$ cat src/rtl/grad_pkg.sv
`timescale 1ns/1ps
package grad_pkg;
   localparam int LANES      = 3;
   localparam int OP_SOBEL   = 0;
   localparam int OP_PREWITT = 1;
   localparam int OP_ROBERTS = 2;
   localparam int WIN_PIX    = 9;

   // operator-combination code to lane mask (bit0 Sobel, bit1 Prewitt, bit2 Roberts)
   function automatic logic [LANES-1:0] mode_to_mask(input logic [2:0] code);
      logic [LANES-1:0] m;
      case (code)
         3'b001:  m = 3'b001;
         3'b010:  m = 3'b010;
         3'b011:  m = 3'b100;
         3'b100:  m = 3'b011;
         3'b101:  m = 3'b110;
         3'b110:  m = 3'b101;
         3'b111:  m = 3'b111;
         default: m = 3'b000;
      endcase
      return m;
   endfunction
endpackage

$ cat src/rtl/grad_kernel.sv
`timescale 1ns/1ps
module grad_kernel #(
   parameter int PIX_W = 8,
   parameter int OP    = 0,
   localparam int GRAD_W = PIX_W + 4
) (
   input  logic [9*PIX_W-1:0]        win,
   output logic signed [GRAD_W-1:0]  gx,
   output logic signed [GRAD_W-1:0]  gy
);
   import grad_pkg::*;

   logic signed [GRAD_W-1:0] px [WIN_PIX];

   always_comb begin
      for (int k = 0; k < WIN_PIX; k++)
         px[k] = $signed({{(GRAD_W-PIX_W){1'b0}}, win[k*PIX_W +: PIX_W]});
   end

   generate
      if (OP == OP_SOBEL) begin : g_sobel
         always_comb begin
            gx = (px[6] + px[7] + px[7] + px[8]) - (px[0] + px[1] + px[1] + px[2]);
            gy = (px[0] + px[3] + px[3] + px[6]) - (px[2] + px[5] + px[5] + px[8]);
         end
      end else if (OP == OP_PREWITT) begin : g_prewitt
         always_comb begin
            gx = (px[0] + px[1] + px[2]) - (px[6] + px[7] + px[8]);
            gy = (px[2] + px[5] + px[8]) - (px[0] + px[3] + px[6]);
         end
      end else begin : g_roberts
         always_comb begin
            gx = px[4] - px[8];
            gy = px[5] - px[7];
         end
      end
   endgenerate
endmodule

$ cat src/rtl/grad_lane.sv
`timescale 1ns/1ps
module grad_lane #(
   parameter int PIX_W = 8,
   parameter int OP    = 0,
   localparam int GRAD_W = PIX_W + 4,
   localparam int MAG_W  = PIX_W + 3
) (
   input  logic                 clk,
   input  logic                 rst,
   input  logic [9*PIX_W-1:0]   win,
   input  logic                 vld_i,
   output logic [MAG_W-1:0]     mag_o,
   output logic                 vld_o
);
   logic signed [GRAD_W-1:0] gx_c, gy_c, gx_q, gy_q;
   logic [MAG_W-1:0]         ax_c, ay_c, ax_q, ay_q, mag_q;
   logic                     v_grad, v_abs, v_mag;

   grad_kernel #(.PIX_W(PIX_W), .OP(OP)) u_kernel (
      .win (win),
      .gx  (gx_c),
      .gy  (gy_c)
   );

   // magnitude never exceeds MAG_W bits, so the sign bit selects negation
   always_comb begin
      ax_c = gx_q[GRAD_W-1] ? (~gx_q[MAG_W-1:0] + MAG_W'(1)) : gx_q[MAG_W-1:0];
      ay_c = gy_q[GRAD_W-1] ? (~gy_q[MAG_W-1:0] + MAG_W'(1)) : gy_q[MAG_W-1:0];
   end

   always_ff @(posedge clk) begin
      gx_q  <= gx_c;
      gy_q  <= gy_c;
      ax_q  <= ax_c;
      ay_q  <= ay_c;
      mag_q <= ax_q + ay_q;
   end

   always_ff @(posedge clk) begin
      if (rst) begin
         v_grad <= 1'b0;
         v_abs  <= 1'b0;
         v_mag  <= 1'b0;
      end else begin
         v_grad <= vld_i;
         v_abs  <= v_grad;
         v_mag  <= v_abs;
      end
   end

   assign mag_o = mag_q;
   assign vld_o = v_mag;
endmodule

$ cat src/rtl/grad_mag_pipe.sv
`timescale 1ns/1ps
module grad_mag_pipe #(
   parameter int PIX_W = 8,
   localparam int MAG_W = PIX_W + 3,
   localparam int NL    = 3
) (
   input  logic                 clk,
   input  logic                 rst,
   input  logic [9*PIX_W-1:0]   win_i,
   input  logic                 win_vld_i,
   input  logic [2:0]           mode_i,
   output logic [NL*MAG_W-1:0]  mag_o,
   output logic [NL-1:0]        mag_vld_o
);
   import grad_pkg::*;

   if (PIX_W < 2 || PIX_W > 16) begin : g_bad_pix_w
      $error("grad_mag_pipe: PIX_W must lie in 2..16");
   end
   if (NL != LANES) begin : g_bad_lanes
      $error("grad_mag_pipe: lane count mismatch with package");
   end

   logic [9*PIX_W-1:0] win_q;
   logic [NL-1:0]      lane_v;

   // stage 1: capture window together with its decoded lane mask
   always_ff @(posedge clk) win_q <= win_i;

   always_ff @(posedge clk) begin
      if (rst) lane_v <= '0;
      else     lane_v <= win_vld_i ? mode_to_mask(mode_i) : '0;
   end

   generate
      for (genvar k = 0; k < NL; k++) begin : g_lane
         grad_lane #(.PIX_W(PIX_W), .OP(k)) u_lane (
            .clk   (clk),
            .rst   (rst),
            .win   (win_q),
            .vld_i (lane_v[k]),
            .mag_o (mag_o[k*MAG_W +: MAG_W]),
            .vld_o (mag_vld_o[k])
         );
      end
   endgenerate
endmodule

$ cat config.mk
export PLATFORM = sky130hd
export DESIGN_NAME = grad_mag_pipe
export DESIGN_NICKNAME = d
export VERILOG_FILES = /design/src/rtl/grad_pkg.sv /design/src/rtl/grad_kernel.sv /design/src/rtl/grad_lane.sv /design/src/rtl/grad_mag_pipe.sv
export SDC_FILE = /design/constraint.sdc
export NUM_CORES = 1
export LEC_CHECK = 0
export BUFFER_PORTS_ARGS = -buffer_cell sky130_fd_sc_hd__clkbuf_2
export CELL_PAD_IN_SITES_DETAIL_PLACEMENT = 1
export CELL_PAD_IN_SITES_GLOBAL_PLACEMENT = 1
export CORE_ASPECT_RATIO = 1.75
export CORE_MARGIN = 4
export CORE_UTILIZATION = 43
export DETAILED_ROUTE_END_ITERATION = 10
export HOLD_SLACK_MARGIN = 0.1
export PLACE_DENSITY = 0.87
export SYNTH_ARGS = -nofsm -noshare
export SYNTH_HDL_FRONTEND = slang
export SYNTH_SLANG_ARGS = --single-unit
$ cat constraint.sdc
create_clock -name clk -period 4.9 [get_ports clk]
set_input_delay 0.49 -clock clk [delete_from_list [all_inputs] [get_ports clk]]
set_output_delay 0.49 -clock clk [all_outputs]
set_load 0.01 [all_outputs]
==> impl_results.md, run 1 <==
- Status: finished with violations
- Violated checks: setup timing
- Hold_ws: 0.122 ns
- Worst-Skew Late Latency: 0.53 ns
- Fill count: 3,385
- Post-route ant nets: 0
- Final TNS setup: -3.25 ns
- Total iterations of the first detailed-routing run: 5
- Maxcap violations: 0
- Post-synthesis cell area: approximately 0.014 mm²
- Hold Violations, Final: 0
- Data required time of the worst path: 5.33 ns
- Max-slew violation count: 0
- Post-synthesis compound-gate area fraction: 10.2%
- Clock tree buffer depth: 3
- Tcrit/Tclk final: 113%
- RSZ-0062 raised after global routing: true
- Row cnt: 85
- Met2 Use GR: 47.0%
- Vias per cell: 5.42
- Worst Setup End Kind: flop
- Final Skew: 0.0163 ns
- TritonCTS Sinks: 247
- Tightest Pin Transition: 0.754 ns
- Syn Inst Count: 1,356
- Yosys top cell by area: dfxtp_1
- Sequential-to-total area share from yosys stat: a little over a third
- Layout cells sized above 1: 18.6%
- Synth async-reset ratio: 0%
- Post-synthesis mux area share: 0.0828%
- Total Wirelength: ~46,000 µm
- Die height: 243 µm
- Critical Path Fanout Max: 4
- Via count: approximately 11,000
- Vias in the first global route: between 10,000 and 15,000
- CP Class: flop to flop
- Xor/xnor share of the synthesized area: 9.33%
- DRC: 0
- P&R area growth vs syn: 25.3%
- Peak VDD IR: between 0.0004 and 0.0005 V
- Gr busiest metal: met2
- Ys Warns: 0
- Starting density of the core: 43.8%
- Top-area cell type share of the netlist area: 36.3%
- PortBufs: 113
- Grt ovf: 0
- Library cells used by synthesis: 50
- Avg WL per Cell: about 23 µm
- Largest family of logic cells by synthesized area: adder cells
- Worst Path Arrival: 5.95 ns
- Simple-gate share of the synthesized area: around a tenth
- Clk pin slew, worst setup/hold paths: around 0.07 ns
- Minimum clock period: 5.52 ns
- Worst setup SP type: flop
- Core box area: 0.0311 mm²
- EDFF count, synth: 0
- Fmax: 181 MHz
- Routing usage on met1: 23.4%
- M3 GR Usage: approximately 3.2%
- GRT Total Usage: 24.8%
- H-tree levels: 1
- Synth top area cells: dfxtp_1 36%, fa_1 15%, ha_1 13%, xnor2_1 7.0%, inv_1 6.5%
- Die Area: 0.0347 mm²
- HP Class: primary input to flop
- Final layout net count: 1,941
- DP Cell Count: 1,895
- Count leader, synth: dfxtp_1
- Largest net degree at the start of global routing: 16
- TritonCTS Buffers: 24
- Mapped Avg Cell Area: roughly 10 µm²
- Boundary Pins: 114
- First-pass GRT wire length: 67,000 µm
- Initial antenna violation count: 0
- Top FF cell, synth: dfxtp_1
- Adder-cell area share of the yosys netlist: 27.6%
- Slew Limit Headroom: 49.6%
- Post-route setup slack: -0.619 ns
- Die width: roughly 140 µm
- Post-synthesis register bit count: 247
- Pleak: 8.04 nW
- Final HPWL from detailed placement: 29,600 µm
- Clock Root Buffer: clkbuf_16
- Most frequent cells after synthesis: 247 x dfxtp_1, 236 x inv_1, 142 x ha_1
- Initial DRC count: 533
- Setup-failing EPs final: 7
- GP Congestion: 0.965
- Layout Cells excl Fill: 2,032
- Cell Pwr Density: 819 mW/mm²
- CTS tree: yes
flip-flops by register name (all words and copies together), names as in the netlist:
| register | count |
|---|---|
| g_lane.u_lane.ax_q | 33 |
| g_lane.u_lane.ay_q | 33 |
| g_lane.u_lane.gx_q | 32 |
| g_lane.u_lane.gy_q | 32 |
| g_lane.u_lane.mag_o | 33 |
| g_lane.u_lane.v_abs | 3 |
| g_lane.u_lane.v_grad | 3 |
| g_lane.u_lane.vld_o | 3 |
| lane_v | 3 |
| win_q | 72 |
report_power, final:
group	total (mW)	switching, mW	internal (mW)	leakage, nW
Sequential	3.22	0.436	2.78	2.08
Clock	1.92	0.824	1.09	0.403
Combinational	8.83	4.84	3.99	5.56
cells by family (layout without fill, tap and decap cells):
family / Yosys count / count (layout)
AO/OA/AOI/OAI: 211 / 211
adder cells (fa/ha/maj): 241 / 241
buffers and inverters: 244 / 525
other: 1 / 5
flip-flops: 247 / 247
multiplexers: 1 / 1
AND/OR/NAND/NOR: 266 / 266
XOR/XNOR: 145 / 145
through the flow:
step	util, %	setup slack [ns]	total power [mW]	instance area, µm²
2_1_floorplan	-	-0.0973	8.22	13700
3_3_place_gp	48.3	-0.243	9.81	15000
3_5_place_dp	48.3	-0.473	10.3	15000
4_1_cts	53.7	-0.312	12.9	16700
5_1_grt	54.9	-0.780	14.8	17100
6_report	54.9	-0.619	14.0	17100
placed cells by master, fill, tap and decap left out, drive strengths merged, types with 5 or more instances in the layout:
cell type    count
nor2b           21
dlygate4sd3     70
o31ai           16
nor3            32
clkinv           7
and3            13
xor2            36
o21ai           49
nand2b          14
o21bai           6
or2              6
o21a            17
a31oi            9
o41ai            5
clkbuf         143
nor2            57
nand3           34
nand2           59
fa              99
xnor2          109
a21oi           60
inv            239
dfxtp          247
ha             142
a21o            18
buf             62
or3             16
o2111ai          8
final timing paths:
| check | startpoint | to | slack (ns) | depth (start not counted) |
|---|---|---|---|---|
| max | win_q[0] | g_lane[0].u_lane.gx_q[10] | -0.62 | 22 |
| min reg2reg | g_lane[0].u_lane.gx_q[0] | g_lane[0].u_lane.ax_q[0] | 0.37 | 0 |
| max reg2reg | win_q[0] | g_lane[0].u_lane.gx_q[10] | -0.62 | 22 |
| min | win_i[56] | win_q[56] | 0.12 | 1 |
worst max-delay path, stage by stage, from the launching register on:
cell	delay [ns]
dfxtp_4	0.35
ha_4	0.16
buf_4	0.15
a21oi_4	0.17
o21bai_1	0.12
xnor2_1	0.31
fa_1	0.47
inv_1	0.08
ha_1	0.26
nor2b_2	0.18
o21a_1	0.18
o21a_2	0.21
or2_4	0.25
fa_1	0.52
inv_2	0.04
fa_1	0.54
inv_2	0.07
ha_4	0.22
and3_4	0.19
a2111oi_4	0.41
o21ai_2	0.11
a21oi_2	0.15
xor2_1	0.25
final cells by class:
type | count | area, µm² | share of cell area, %
Multi-Input combinational cell | 868 | 8170 | 47.9
Sequential cell | 247 | 4950 | 29.0
Timing Repair Buffer | 245 | 1740 | 10.2
Inverter | 236 | 888 | 5.21
Clock buffer | 30 | 674 | 3.95
Tap cell | 391 | 489 | 2.87
Clock inverter | 14 | 136 | 0.800
Antenna cell | 1 | 2.50 | 0.0147
repair_timing:
| item | in CTS | in global routing |
|---|---|---|
| endpoints found under the setup margin | 6 | 14 |
| buffers inserted | 7 | 17 |
| cloned | 0 | 0 |
| gates resized for setup | 31 | 50 |
| pin swaps | 17 | 41 |
| hold buffers | 70 | 0 |
| hold endpoints to repair | 70 | 0 |
metal layers:
metal | vias to the layer above | part of all wire (%)
met1 | 5435 | 33
li1 | 4954 | -
met4 | 0 | 9.9
met3 | 218 | 3.9
met5 | - | 0
met2 | 402 | 54
No activity file was read; power rests on OpenSTA's default activity.
==> run 2: changes to the inputs <==
--- a/config.mk
+++ b/config.mk
@@ -14,6 +14,7 @@
 export DETAILED_ROUTE_END_ITERATION = 10
 export HOLD_SLACK_MARGIN = 0.1
 export PLACE_DENSITY = 0.87
+export REMOVE_ABC_BUFFERS = 1
 export SYNTH_ARGS = -nofsm -noshare
 export SYNTH_HDL_FRONTEND = slang
 export SYNTH_SLANG_ARGS = --single-unit
==> run 2 against run 1 <==
  * The flow still finishes with violations (setup timing)
  * Sequential power about the same
  * Combinational power shrank 2.7%
  * Clock skew grew 0.0089 ns
  * Setup slack worse by 0.11 ns
  * Sequential cell count unchanged
  * Sequential share of layout area barely moved
  * Die area did not move
  * Routed wire length grew 0.92%
  * Maximum frequency decreased by 2.0%
  * Via count rose by 0.73%
  * Register-to-register slack worse by 0.11 ns
  * Clock power hardly changed
  * Critical path type unchanged
  * Largest power group unchanged
==> impl_results.md, run 2 (synthesis gave the netlist of run 1 again) <==
- Status: finished with violations
- Violated checks: setup timing
- PortBufs: 113
- Worst path most repeated cell: inv_2
- H-tree levels: 1
- Boundary Pins: between 100 and 150
- Total Wirelength: 46,300 µm
- Pleak: 8.06 nW
- Pint: 7.72 mW
- Max FFs per register: 72
- Worst-Skew Late Latency: 0.54 ns
- Clock tree buffer depth: 3
- Starting density of the core: approximately 44%
- Clock power frac: 13.8%
- Worst Path Arrival: 6.09 ns
- Data required time of the worst path: 5.36 ns
- Grt ovf: 0
- DRC: 0
- Logic pwr share: 62.7%
- Layout cells sized above 1: 18.1%
- Setup-failing EPs final: 7
- Clk pin slew, worst setup/hold paths: roughly 0.070 ns
- TritonCTS Sinks: 247
- Critical Path Fanout Max: 4
- Die width: around 140 µm
- Final HPWL from detailed placement: 30,400 µm
- Total iterations of the first detailed-routing run: 4
- CP Class: flop to flop
- Fmax: 178 MHz
- Final TNS setup: -3.98 ns
- Worst setup SP type: flop
- Vias in the first global route: 12,500
- Largest net degree at the start of global routing: 15
- First-pass GRT wire length: 65,700 µm
- Initial DRC count: 547
- Most flop-heavy register: win_q
- Critical path buffers and inverters: 5
- CP cell instances: ha_4 -> fa_2 -> inv_2 -> fa_1 -> inv_2 -> ha_4 -> inv_2 -> fa_2 -> nor2b_2 -> o21a_1 -> nor3_1 -> or2_4 -> fa_1 -> inv_1 -> fa_1 -> inv_2 -> ha_4 -> and2_1 -> a2111oi_4 -> o21ai_1 -> a21oi_2 -> xor2_1
- Maxcap violations: 0
- Row cnt: 85
- Die Area: 0.0347 mm²
- Peak VDD IR: approximately 0.00044 V
- Slew Limit Headroom: a little over a quarter
- HP Class: primary input to flop
- Die height: 243 µm
- GRT Total Usage: around a quarter
- Minimum clock period: between 5 and 6 ns
- Core box area: 0.0311 mm²
- Most common cell after layout, fill and taps aside: dfxtp_1
- Cell Pwr Density: between 800 and 900 mW/mm²
- Tcrit/Tclk final: 115%
- Crit-path max cell delay: between 0.5 and 0.6 ns
- Post-route setup slack: -0.730 ns
- Via count: 11,100
- CTS tree: yes
- P&R area growth vs syn: 25.5%
- Inserted Diodes: 0
- Vias per cell: 5.45
- Final layout net count: about 1,900
- Avg WL per Cell: 22.7 µm
- Max-slew violation count: 0
- Flop pwr share: 23.5%
- Most frequent cells in the layout: 243 x dfxtp_1, 225 x inv_1, 130 x ha_1
- Final Skew: approximately 0.025 ns
- Initial antenna violation count: 0
- TritonCTS Buffers: 25
- Hold Violations, Final: 0
- CP max stage cell: fa_2
- CP top delay family: adder cells
- Worst Setup End Kind: flop
- Clock Root Buffer: clkbuf_16
- GP Congestion: 0.999
- Sw power: around 6 mW
- Sw Share: 43.7%
- Post-route ant nets: 0
- Total power: 13.7 mW
- RSZ-0062 raised after global routing: true
- Tightest Pin Transition: between 1 and 1.5 ns
run 2: cell count changes in the layout (fill, tap and decap cells not counted), sizes merged, moves of 2 or more:
cell,change
clkbuf,+4
dlygate4sd3,+2
buf,+3
inv,-3
run 2: worst paths after layout:
check	endpoint	depth (start not counted)	from	slack, ns
min	g_lane[1].u_lane.v_grad	2	rst	0.27
max	g_lane[0].u_lane.gx_q[10]	22	win_q[0]	-0.73
max reg2reg	g_lane[0].u_lane.gx_q[10]	22	win_q[0]	-0.73
min reg2reg	g_lane[2].u_lane.ax_q[0]	0	g_lane[2].u_lane.gx_q[0]	0.37
run 2: final cells by class:
class	count	area, µm²
clock buffers	34	709
flip-flops and latches	247	4950
clock inverters	9	93.8
repair buffers	250	1790
multi-input cells	868	8160
inverters	236	886
well taps	391	489
fillers	3396	14000
run 2: per-stage QoR:
step | setup slack (ns) | instances | util, % | instance area (µm²) | hold slack, ns
final | -0.730 | 2035 | 55.0 | 17100 | 0.271
after global routing | -0.806 | 2035 | 55.0 | 17100 | 0.274
after CTS | -0.417 | 2033 | 54.0 | 16800 | 0.104
after detailed placement | -0.753 | 1915 | 48.6 | 15100 | 0.357
after global placement | -0.595 | 1915 | 48.6 | 15100 | 0.359
after floorplan | -0.510 | 1351 | - | 13600 | 0.343
run 2: metal layers:
layer / track usage (%) / part of all wire, % / vias to the layer above
met5: 0 / 0 / -
met4: 17.9 / 9.8 / 0
met3: 2.63 / 4.6 / 235
met2: 46.8 / 53 / 446
met1: 22.7 / 33 / 5450
li1: - / - / 4958
run 2: worst register-to-register path, stage by stage (launching register included):
cell and delay (ns):
dfxtp_2 0.35, ha_4 0.19, fa_2 0.57, inv_2 0.05, fa_1 0.49, inv_2 0.11, ha_4 0.17, inv_2 0.06
fa_2 0.38, nor2b_2 0.12, o21a_1 0.18, nor3_1 0.07, or2_4 0.27, fa_1 0.55, inv_1 0.06, fa_1 0.51
inv_2 0.06, ha_4 0.23, and2_1 0.21, a2111oi_4 0.42, o21ai_1 0.17, a21oi_2 0.17, xor2_1 0.17
run 2: timing repair:
| item | CTS | global route |
|---|---|---|
| hold buffers | 71 | 1 |
| gates resized for setup | 39 | 51 |
| pin swaps | 29 | 34 |
| endpoints found under the setup margin | 7 | 13 |
| buffers inserted | 6 | 2 |
| endpoints found under the hold margin | 71 | 1 |
run 2: power by group through the flow:
| stage | Clock, mW | Sequential, mW | Combinational (mW) |
|---|---|---|---|
| after floorplan | 0 | 3.17 | 4.93 |
| after global placement | 0 | 3.19 | 6.64 |
| after detailed placement | 0 | 3.24 | 7.11 |
| after CTS | 1.92 | 3.21 | 7.62 |
| after global routing | 2.01 | 3.28 | 9.38 |
| final | 1.89 | 3.22 | 8.59 |
==> run 3: changes to the inputs <==
--- a/config.mk
+++ b/config.mk
@@ -8,7 +8,7 @@
 export BUFFER_PORTS_ARGS = -buffer_cell sky130_fd_sc_hd__clkbuf_2
 export CELL_PAD_IN_SITES_DETAIL_PLACEMENT = 1
 export CELL_PAD_IN_SITES_GLOBAL_PLACEMENT = 1
-export CORE_ASPECT_RATIO = 1.75
+export CORE_ASPECT_RATIO = 1.4
 export CORE_MARGIN = 4
 export CORE_UTILIZATION = 43
 export DETAILED_ROUTE_END_ITERATION = 10
==> run 3 against run 2 <==
  * The run still ends with setup timing left
  * Cell area shrank 0.45%
  * Global-route usage grew 0.15 points
  * Cell count is essentially flat
  * Setup slack gained 0.12 ns
  * Clock skew shrank 0.010 ns
  * Critical path depth is the same
  * First-iteration DRC count shrank 6.9%
  * Clock power is essentially flat
  * Sequential share of layout area grew 0.11 points
  * Worst hold slack lost 0.033 ns
==> impl_results.md, run 3 (synthesis gave the netlist of run 1 again) <==
- Status: finished with violations
- Violated checks: setup timing
- GRT Total Usage: 24.4%
- Most common cell after layout, fill and taps aside: dfxtp_1
- Vias in the first global route: ~13,000
- Die Area: 0.0346 mm²
- Tcrit/Tclk final: 112%
- TritonCTS Buffers: 25
- Clock power frac: 13.9%
- Final HPWL from detailed placement: 29,700 µm
- Placed cell areas: around 0.015 mm²
- Endpoint, Worst Hold: lane_v[0]
- Inserted Diodes: 0
- PortBufs: 113
- Grt ovf: 0
- Core box area: 0.0310 mm²
- RSZ-0062 raised after global routing: true
- Boundary Pins: between 100 and 150
- Vias per cell: 5.37
- Layout cells sized above 1: 16.9%
- Maxcap violations: 0
- Sw power: 5.87 mW
- R2r endpoint: g_lane[0].u_lane.gx_q[8]
- Initial DRC count: 509
- Critical path buffers and inverters: 5
- Post-route cell area: 0.0170 mm²
- FF-to-FF path depth: 22
- Post-route setup slack: -0.612 ns
- Die width: 158 µm
- Die height: approximately 220 µm
- Post-route ant nets: 0
- Tightest Pin Transition: 0.995 ns
- Final Skew: 0.0152 ns
- Fmax: 181 MHz
- Logic pwr share: around 62%
- CTS tree: yes
- Final layout net count: 1,946
- Crit-path max cell delay: 0.61 ns
- Clock tree buffer depth: 3
- CP Class: flop to flop
- H-tree levels: 1
- TritonCTS Sinks: approximately 250
- WHS Path Cells: 3
- Setup-failing EPs final: 7
- Avg WL per Cell: 21.4 µm
- Clock Root Buffer: clkbuf_16
- Worst setup SP type: flop
- Layout Utilization: a little over half
- Row cnt: 76
- Hold Violations, Final: 0
- Most frequent cells in the layout: 244 x dfxtp_1, 229 x inv_1, 134 x ha_1
- Flop pwr share: a little under a quarter
- Pint: 7.72 mW
- Clk pin slew, worst setup/hold paths: 0.07 ns
- Max-slew violation count: 0
- Total Wirelength: 43,500 µm
- Total power: 13.6 mW
- Minimum clock period: 5.51 ns
- Cell Pwr Density: 799 mW/mm²
- P&R area growth vs syn: 25.0%
- Worst-Skew Late Latency: 0.55 ns
- HP Class: primary input to flop
- Data required time of the worst path: 5.35 ns
- Starting density of the core: ~44%
- Worst Path Arrival: between 5 and 6 ns
- Largest net degree at the start of global routing: 15
- R2R Setup Slk: -0.61 ns
- Total iterations of the first detailed-routing run: 4
- Via count: 10,900
- Sw Share: 43.2%
- Worst Setup End Kind: flop
- Final TNS setup: -3.11 ns
- Hold path start: win_vld_i
- First-pass GRT wire length: 65,800 µm
- GP Congestion: 0.883
- Most flop-heavy register: win_q
- CP cell instances: ha_4 -> fa_2 -> inv_2 -> fa_1 -> inv_2 -> ha_4 -> inv_2 -> fa_2 -> nor2b_2 -> o21a_1 -> nor3_1 -> or2_4 -> fa_1 -> inv_1 -> fa_1 -> inv_2 -> ha_4 -> and3_4 -> a2111oi_4 -> o21bai_1 -> a21oi_2 -> xnor2_1
- Critical Path Fanout Max: 4
- Peak VDD IR: 0.000434 V
- Pleak: approximately 8.1 nW
- Max FFs per register: 72
- DRC: 0
- Worst path most repeated cell: inv_2
- Worst r2r src: win_q[8]
- Slew Limit Headroom: 32.8%
- Initial antenna violation count: 0
- Fill count: 3,375
- CP top delay family: adder cells
- CP max stage cell: fa_2
run 3: power by group through the flow:
stage	sequential [mW]	clock (mW)	combinational (mW)
after floorplan	3.17	0	4.93
after global placement	3.19	0	6.61
after detailed placement	3.23	0	7.04
after CTS	3.20	1.92	7.69
after global routing	3.29	2.02	9.23
final	3.23	1.89	8.47
run 3: stage by stage:
| step | cells | setup WS (ns) | hold slack (ns) |
|---|---|---|---|
| finish | 2034 | -0.612 | 0.238 |
| global route | 2034 | -0.761 | 0.227 |
| CTS | 2027 | -0.415 | 0.207 |
| detailed placement | 1906 | -0.700 | 0.367 |
| global placement | 1906 | -0.587 | 0.360 |
| floorplan | 1351 | -0.510 | 0.343 |
run 3: repair_timing:
item,in CTS,in global routing
endpoints found under the hold margin,72,0
pin swaps,32,32
resized for setup,46,31
hold buffers,72,0
setup buffers,6,7
setup endpoints to repair,7,12
run 3: area by class of cell:
| type | instances | area (µm²) | share of cell area, % |
|---|---|---|---|
| Clock buffer | 36 | 717 | 4.22 |
| Inverter | 236 | 888 | 5.22 |
| Clock inverter | 8 | 80.1 | 0.471 |
| Tap cell | 390 | 488 | 2.87 |
| Sequential cell | 247 | 4950 | 29.1 |
| Timing Repair Buffer | 249 | 1790 | 10.6 |
| Multi-Input combinational cell | 868 | 8090 | 47.6 |
run 3: metal layers:
| layer | up-vias | track usage (%) | wire length [µm] |
|---|---|---|---|
| li1 | 4962 | - | - |
| met1 | 5460 | 25.3 | 15600 |
| met2 | 342 | 46.5 | 23400 |
| met3 | 154 | 3.07 | 1670 |
| met4 | 0 | 13.6 | 2780 |
| met5 | - | 0 | 0 |
run 3: worst max path at each step:
stage                         from  slack, ns  depth (start not counted)                   endpoint
after detailed placement  win_q[0]      -0.70                         21  g_lane[0].u_lane.gx_q[10]
after global routing      win_q[8]      -0.76                         22   g_lane[0].u_lane.gx_q[8]
final                     win_q[8]      -0.61                         22   g_lane[0].u_lane.gx_q[8]
after floorplan           win_q[0]      -0.51                         21  g_lane[0].u_lane.gx_q[10]
after CTS                 win_q[0]      -0.41                         22   g_lane[0].u_lane.gx_q[8]
after global placement    win_q[0]      -0.59                         21  g_lane[0].u_lane.gx_q[10]
run 3: worst min-delay path, stage by stage:
cell and delay, ns:
clkbuf_2 0.08, nand2b_1 0.10, nor2_1 0.06
